`config.mk`:
```
export PLATFORM = sky130hd
export DESIGN_NAME = spi_pin_ctrl
export DESIGN_NICKNAME = d
export VERILOG_FILES = /design/src/rtl/spi_pin_pkg.sv /design/src/rtl/spi_ss_sync.sv /design/src/rtl/spi_role_ctrl.sv /design/src/rtl/spi_pin_route.sv /design/src/rtl/spi_pin_ctrl.sv
export SDC_FILE = /design/constraint.sdc
export NUM_CORES = 1
export LEC_CHECK = 0
export BUFFER_PORTS_ARGS = -buffer_cell sky130_fd_sc_hd__buf_2
export CORE_AREA = 2 2 39 41
export DETAILED_ROUTE_END_ITERATION = 10
export DIE_AREA = 0 0 41 43
export SETUP_SLACK_MARGIN = 0.15
export SLEW_MARGIN = 0
export SYNTH_ARGS = -nofsm -noshare
export SYNTH_HDL_FRONTEND = slang
export SYNTH_SLANG_ARGS = --single-unit
```
`constraint.sdc`:
```
create_clock -name clk -period 1.1 [get_ports clk]
set_input_delay 0.165 -clock clk [delete_from_list [all_inputs] [get_ports clk]]
set_output_delay 0.165 -clock clk [all_outputs]
set_load 0.005 [all_outputs]
```
`src/rtl/spi_pin_pkg.sv`:
```
package spi_pin_pkg;

  typedef enum logic [1:0] {
    WIRE4_SLV = 2'd0,
    WIRE4_MST = 2'd1,
    WIRE1_SLV = 2'd2,
    WIRE1_MST = 2'd3
  } pin_mode_e;

  typedef struct packed {
    logic mosi_oe;
    logic miso_oe;
    logic ss_oe;
    logic ss_lvl;
    logic rx_from_mosi;
  } route_t;

  function automatic pin_mode_e pick_mode(input logic bidir, input logic mstr);
    pick_mode = pin_mode_e'({bidir, mstr});
  endfunction

  // Slave-select pad becomes an automatic output
  function automatic logic ss_drive_ok(input logic en, input logic mstr,
                                       input logic fe, input logic soe);
    ss_drive_ok = en & mstr & fe & soe;
  endfunction

  // Mode-fault detection is live
  function automatic logic fault_armed(input logic en, input logic mstr,
                                       input logic fe, input logic soe);
    fault_armed = en & mstr & fe & ~soe;
  endfunction

  function automatic route_t route_pins(input logic en, input pin_mode_e mode,
                                        input logic dir_oe, input logic selected,
                                        input logic ss_drive, input logic xfer);
    route_t r;
    r = '0;
    if (en) begin
      case (mode)
        WIRE4_MST: begin
          r.mosi_oe      = 1'b1;
          r.rx_from_mosi = 1'b0;
        end
        WIRE4_SLV: begin
          r.miso_oe      = selected;
          r.rx_from_mosi = 1'b1;
        end
        WIRE1_MST: begin
          r.mosi_oe      = dir_oe;
          r.rx_from_mosi = 1'b1;
        end
        default: begin
          r.miso_oe      = dir_oe & selected;
          r.rx_from_mosi = 1'b0;
        end
      endcase
      r.ss_oe  = ss_drive;
      r.ss_lvl = ~xfer;
    end else begin
      r.ss_lvl = 1'b1;
    end
    route_pins = r;
  endfunction

endpackage

```
`src/rtl/spi_ss_sync.sv`:
```
module spi_ss_sync #(
  parameter int STAGES = 2
) (
  input  logic clk,
  input  logic rst_n,
  input  logic ss_raw,
  output logic ss_sync
);
  localparam int LAST = STAGES - 1;

  logic [LAST:0] chain_q;

  generate
    for (genvar g = 0; g < STAGES; g++) begin : g_stage
      if (g == 0) begin : g_first
        always_ff @(posedge clk or negedge rst_n) begin
          if (!rst_n) chain_q[0] <= 1'b1;
          else        chain_q[0] <= ss_raw;
        end
      end else begin : g_next
        always_ff @(posedge clk or negedge rst_n) begin
          if (!rst_n) chain_q[g] <= 1'b1;
          else        chain_q[g] <= chain_q[g-1];
        end
      end
    end
  endgenerate

  assign ss_sync = chain_q[LAST];
endmodule

```
`src/rtl/spi_role_ctrl.sv`:
```
module spi_role_ctrl
  import spi_pin_pkg::*;
(
  input  logic clk,
  input  logic rst_n,
  input  logic spi_en,
  input  logic mstr_wr,
  input  logic mstr_wd,
  input  logic fault_en,
  input  logic ssout_en,
  input  logic ss_sync,
  output logic master_q,
  output logic fault_q,
  output logic fault_event
);
  logic armed;

  assign armed       = fault_armed(spi_en, master_q, fault_en, ssout_en);
  assign fault_event = armed & ~ss_sync;

  always_ff @(posedge clk or negedge rst_n) begin
    if (!rst_n) begin
      master_q <= 1'b0;
    end else if (fault_event) begin
      master_q <= 1'b0;
    end else if (mstr_wr) begin
      master_q <= mstr_wd;
    end
  end

  always_ff @(posedge clk or negedge rst_n) begin
    if (!rst_n) begin
      fault_q <= 1'b0;
    end else if (!spi_en) begin
      fault_q <= 1'b0;
    end else if (fault_event) begin
      fault_q <= 1'b1;
    end
  end


  fault_demotes_chk: assert property (@(posedge clk) disable iff (!rst_n)
    fault_event |=> (!master_q && fault_q));


  fault_sticky_chk: assert property (@(posedge clk) disable iff (!rst_n)
    (fault_q && spi_en) |=> fault_q);


  ssout_masks_fault_chk: assert property (@(posedge clk) disable iff (!rst_n)
    (ssout_en || !fault_en) |=> !$rose(fault_q));


  role_load_chk: assert property (@(posedge clk) disable iff (!rst_n)
    (mstr_wr && !fault_event) |=> (master_q == $past(mstr_wd)));
endmodule

```
`src/rtl/spi_pin_route.sv`:
```
module spi_pin_route
  import spi_pin_pkg::*;
(
  input  logic clk,
  input  logic rst_n,
  input  logic spi_en,
  input  logic master_q,
  input  logic fault_en,
  input  logic ssout_en,
  input  logic bidir_en,
  input  logic bidir_oe,
  input  logic xfer_active,
  input  logic tx_bit,
  input  logic ss_sync,
  input  logic mosi_in,
  input  logic miso_in,
  output logic mosi_out,
  output logic mosi_oe,
  output logic miso_out,
  output logic miso_oe,
  output logic ss_out,
  output logic ss_oe,
  output logic rx_bit
);
  pin_mode_e mode;
  logic      ss_drive;
  logic      selected;
  route_t    rt;

  assign mode     = pick_mode(bidir_en, master_q);
  assign ss_drive = ss_drive_ok(spi_en, master_q, fault_en, ssout_en);
  assign selected = ~ss_sync;
  assign rt       = route_pins(spi_en, mode, bidir_oe, selected, ss_drive, xfer_active);

  assign mosi_oe  = rt.mosi_oe;
  assign miso_oe  = rt.miso_oe;
  assign ss_oe    = rt.ss_oe;
  assign ss_out   = rt.ss_lvl;
  assign mosi_out = tx_bit;
  assign miso_out = tx_bit;
  assign rx_bit   = spi_en & (rt.rx_from_mosi ? mosi_in : miso_in);


  idle_pads_chk: assert property (@(posedge clk) disable iff (!rst_n)
    !spi_en |-> (!mosi_oe && !miso_oe && !ss_oe && !rx_bit));


  ss_follows_xfer_chk: assert property (@(posedge clk) disable iff (!rst_n)
    ss_oe |-> (ss_out != xfer_active));


  ss_only_master_chk: assert property (@(posedge clk) disable iff (!rst_n)
    ss_oe |-> (master_q && fault_en && ssout_en));


  one_wire_single_driver_chk: assert property (@(posedge clk) disable iff (!rst_n)
    bidir_en |-> !(mosi_oe && miso_oe));


  slave_quiet_unselected_chk: assert property (@(posedge clk) disable iff (!rst_n)
    (!master_q && ss_sync) |-> !miso_oe);
endmodule

```
`src/rtl/spi_pin_ctrl.sv`:
```
module spi_pin_ctrl #(
  parameter int SYNC_STAGES = 2
) (
  input  logic clk,
  input  logic rst_n,
  input  logic spi_en,
  input  logic mstr_wr,
  input  logic mstr_wd,
  input  logic fault_en,
  input  logic ssout_en,
  input  logic bidir_en,
  input  logic bidir_oe,
  input  logic xfer_active,
  input  logic tx_bit,
  input  logic ss_in,
  input  logic mosi_in,
  input  logic miso_in,
  output logic mosi_out,
  output logic mosi_oe,
  output logic miso_out,
  output logic miso_oe,
  output logic ss_out,
  output logic ss_oe,
  output logic rx_bit,
  output logic master,
  output logic mode_fault
);
  logic ss_sync;
  logic master_q;
  logic fault_q;
  logic fault_event;

  spi_ss_sync #(.STAGES(SYNC_STAGES)) u_sync (
    .clk     (clk),
    .rst_n   (rst_n),
    .ss_raw  (ss_in),
    .ss_sync (ss_sync)
  );

  spi_role_ctrl u_role (
    .clk         (clk),
    .rst_n       (rst_n),
    .spi_en      (spi_en),
    .mstr_wr     (mstr_wr),
    .mstr_wd     (mstr_wd),
    .fault_en    (fault_en),
    .ssout_en    (ssout_en),
    .ss_sync     (ss_sync),
    .master_q    (master_q),
    .fault_q     (fault_q),
    .fault_event (fault_event)
  );

  spi_pin_route u_route (
    .clk         (clk),
    .rst_n       (rst_n),
    .spi_en      (spi_en),
    .master_q    (master_q),
    .fault_en    (fault_en),
    .ssout_en    (ssout_en),
    .bidir_en    (bidir_en),
    .bidir_oe    (bidir_oe),
    .xfer_active (xfer_active),
    .tx_bit      (tx_bit),
    .ss_sync     (ss_sync),
    .mosi_in     (mosi_in),
    .miso_in     (miso_in),
    .mosi_out    (mosi_out),
    .mosi_oe     (mosi_oe),
    .miso_out    (miso_out),
    .miso_oe     (miso_oe),
    .ss_out      (ss_out),
    .ss_oe       (ss_oe),
    .rx_bit      (rx_bit)
  );

  assign master     = master_q;
  assign mode_fault = fault_q;


  demoted_pads_chk: assert property (@(posedge clk) disable iff (!rst_n)
    (fault_event && bidir_en) |=> (!mosi_oe || !bidir_en));
endmodule

```
==> summary by stage <==
Synthesis
In this run, distinct cell masters in the synthesized netlist total 15. The cell type contributing the most total cell area after synthesis is dfstp_2. The instance count of the mapped netlist is 25. Each instance of the synthesized netlist takes up on average around 11 sq um. The post-synthesis instance area is between 200 and 300 sq um. The net count after synthesis is 43. In the post-synthesis netlist, the biggest area contributors are dfstp_2, dfrtp_1, ha_1, mux2i_1, buf_4. The fraction of the yosys area taken by sequential cells is 37.27%. Synthesis inferred 4 register bits. For this run, the number of Yosys warnings is 0.

The top cell type's share of synthesized area is roughly a fifth.

Finish
The area growth from synthesis to layout is 70.00%. The number of cells in the finished layout apart from fillers is 65. At the end of the flow, the number of nets in the layout was a little under 70. 0 antenna diodes ended up in the layout. Of the cells placed in the final design, the portion with a size suffix greater than 1 is roughly 69%.

Power and ir drop
The share of total power dissipated in the clock network is 36.8%. The completed layout was analyzed and its total power is 0.4701 mW. In this run, flip-flops and latches consume between 30% and 40% of the power. The switching power total is about 0.11 mW. The switching portion of total power is between 20% and 30%. The logic gate share of total power is between 20 and 30%. The total power density per cell area is roughly 1000 nW/um^2. VDD sags by at most between 0.0005 and 0.0006 V. The internal power consumption is about 0.36 mW. For this design the static power due to leakage is 0.2390 nW.

Global route
The maximum number of pins on one net before global-route repair is 8. The overflow left after global routing is 0. The first global-routing pass estimated 938 microns of wire. The combined global-route utilization of all metal layers is under 10%.

The initial antenna violation count came to 0. The number of global-route vias before repair is about 230.

Drt
The detailed-routing iteration count for the pre-antenna-repair pass is 1. For this block, the via count after detailed routing is 260. The post-detailed-route count of antenna-violating nets is 0. The average wire per standard cell is around 9 microns. In the routed layout, each cell is associated on average with a via count of 4.000. Summed over all layers, the routed wires come to 583 microns. The post-route DRC violation count is 0.

For this block, the initial DRC count from the detailed router was 0.

CTS
The tree is rooted in a clkbuf_4. In this run the number of H-tree levels came out at 1. The insertion delay of the later-clocked pin in the worst-skew pair is 230 ps. Clock-pin slew was measured on the worst setup and hold paths at ~40 ps.

Post-CTS timing repair inserted 0 buffers for setup. The longest clock path from root to sink contains 2 buffers. TritonCTS built the clock tree. The tree built by TritonCTS fans out to 4 sinks. The number of clock buffers added by TritonCTS is 3.

Run status
The checks that failed: setup timing. The flow ran to the end, but the final reports show violations.

Floorplanning
The number of placed I/O pins is 23. Measured along the x axis, the die boundary spans between 40 and 50 microns. The total die area is approximately 1800 sq um. The total core area is ~1400 sq um. The starting density of the core is between 10% and 20%.

From bottom edge to top edge, the die measures between 40 and 50 microns. The count of standard-cell rows is 14.

Setup path
STA classifies the critical path startpoint as a flip-flop. Data on the critical path arrives at its endpoint at about 1300 ps. The delay of the slowest cell on the worst path is approximately 350 ps.

The signal on the critical path passes through inv_2, ha_4, mux2i_1, nor2b_1, buf_2. The count of cells along the worst register-to-register path is 3. The category of the worst setup path capture point is a primary output. The type of the setup path with the least slack is flip-flop to primary output. Of all nets on the critical path, the largest fanout is 2.

The data required time of the worst path is ~940 ps. The slowest stage of the critical path belongs to the cell dfrtp_1.

Timing
Timing would allow up to between 700 and 800 MHz. Setup repair after global routing could not meet its margin everywhere. The worst path in the final design needs a cycle of between 1000 and 1500 ps, including I/O delays and setup. Across all setup checks in the final design, the least slack found is -315.5 ps. The slew at the pin with the worst max-slew slack is ~180 ps. Headroom to the max-slew limit came out at around nine tenths.

On the final layout, the worst clock skew is ~4.5 ps. The number of hold violations in the final report is 0. Of the available clock period, the critical path in the final layout requires 128.7%. The total of endpoints with negative setup slack in the final report is 4. The final number of max-transition violations was 0.

Min path
The instance count along the most critical hold path is 1. The path class of the lowest-slack min-delay path is primary input to flip-flop.

Placed design
After legalization and detailed placement, the total HPWL measured around 500 microns. Once placement completed, the tool counted placed cells totaling 61. The routability-driven placement congestion ratio is approximately 0.62.

During placement, the flow inserted port buffers numbering 19.

Flow run
Max-cap violations in this run came to 0.
-- what timing repair did --
action                                  in CTS  in global routing
gates cloned                                 0                  0
endpoints found under the setup margin       6                  6
pin swaps                                    1                  0
hold buffers                                 1                  0
resized for setup                            4                  2
hold endpoints to repair                     4                  0
-- worst max-delay path: cells and delay by family (launching register included) --
kind                     cells  cell delay [ps]
buffers and inverters        2              190
flip-flops                   1              350
adder cells (fa/ha/maj)      1              260
AND/OR/NAND/NOR              1               60
multiplexers                 1              170
-- power by group through the flow --
stage	clock network, mW	logic, mW	registers [mW]
finish	0.173	0.131	0.166
global route	0.196	0.148	0.167
CTS	0.185	0.126	0.166
detailed placement	0	0.112	0.167
global placement	0	0.109	0.166
floorplan	0	0.0496	0.171
-- area by class of cell --
class,instances,area [sq um]
multi-input cells,17,187.7
flip-flops and latches,4,102.6
repair buffers,23,127.6
fillers,149,915.9
well taps,16,20.02
clock buffers,3,22.52
inverters,2,7.507
-- placed cells by master, fill, tap and decap left out --
cell type       n
inv_1           1
nor2b_1         2
nand2_1         1
dfrtp_1         2
and4_1          1
o21a_1          1
inv_2           1
buf_4           3
buf_2          19
dlygate4sd3_1   1
a41oi_1         1
nor2_1          1
a21oi_2         1
clkbuf_4        3
and4bb_2        1
ha_4            2
mux2i_1         2
nor3b_2         1
mux2i_2         1
ha_1            2
dfstp_2         2
-- layer usage --
layer	part of all wire, %	track usage (%)
met3	14	3.665
met5	0	0
met4	0	8.000
met2	42	9.688
met1	44	11.11
-- synthesized netlist by cell type --
| cell | number |
|---|---|
| ha_1 | 4 |
| mux2i_1 | 3 |
| buf_4 | 2 |
| dfrtp_1 | 2 |
| dfstp_2 | 2 |
| inv_1 | 2 |
| nor2b_1 | 2 |
| a21oi_1 | 1 |
| a41oi_1 | 1 |
| and4_1 | 1 |
| and4bb_2 | 1 |
| nand2_1 | 1 |
| nor2_1 | 1 |
| nor3b_1 | 1 |
| o21a_1 | 1 |
-- through the flow --
step	cell area (sq um)	hold slack (ps)	TNS (ps)	utilization, %	setup slack, ps
2_1_floorplan	280.3	-130.6	-149.4	-	-87.93
3_3_place_gp	402.9	-28.63	-152.9	29.11	-63.12
3_5_place_dp	402.9	-28.47	-198.5	29.11	-94.73
4_1_cts	460.4	27.44	-1110	33.27	-337.6
5_1_grt	467.9	22.70	-1289	33.82	-415.3
6_report	467.9	38.75	-1031	33.82	-315.5
-- logic make-up after synthesis --
group / count (synthesis) / share of synthesized area, %
flip-flops: 4 / 37.27
buffers and inverters: 4 / 8.181
AND/OR/NAND/NOR: 7 / 17.72
multiplexers: 3 / 10.91
AO/OA/AOI/OAI: 3 / 7.727
adder cells (fa/ha/maj): 4 / 18.18
-- sequential cells by signal (all words and copies together), names as in the netlist --
name             count
u_role.fault_q       1
u_role.master_q      1
u_sync.ss_sync       1
u_sync.chain_q       1
-- path summary, 6_finish.rpt --
kind	from	to	slack, ps
worst max-delay path	u_role.master_q	rx_bit	-320
worst min-delay path	ss_in	u_sync.chain_q[0]	40
worst max register to register	u_role.master_q	u_role.fault_q	60
worst min register to register	u_sync.chain_q[0]	u_sync.ss_sync	350
max in group asynchronous	rst_n	u_sync.chain_q[0]	630
min in group asynchronous	rst_n	u_role.master_q	270
(Power assumes the default switching activity.)
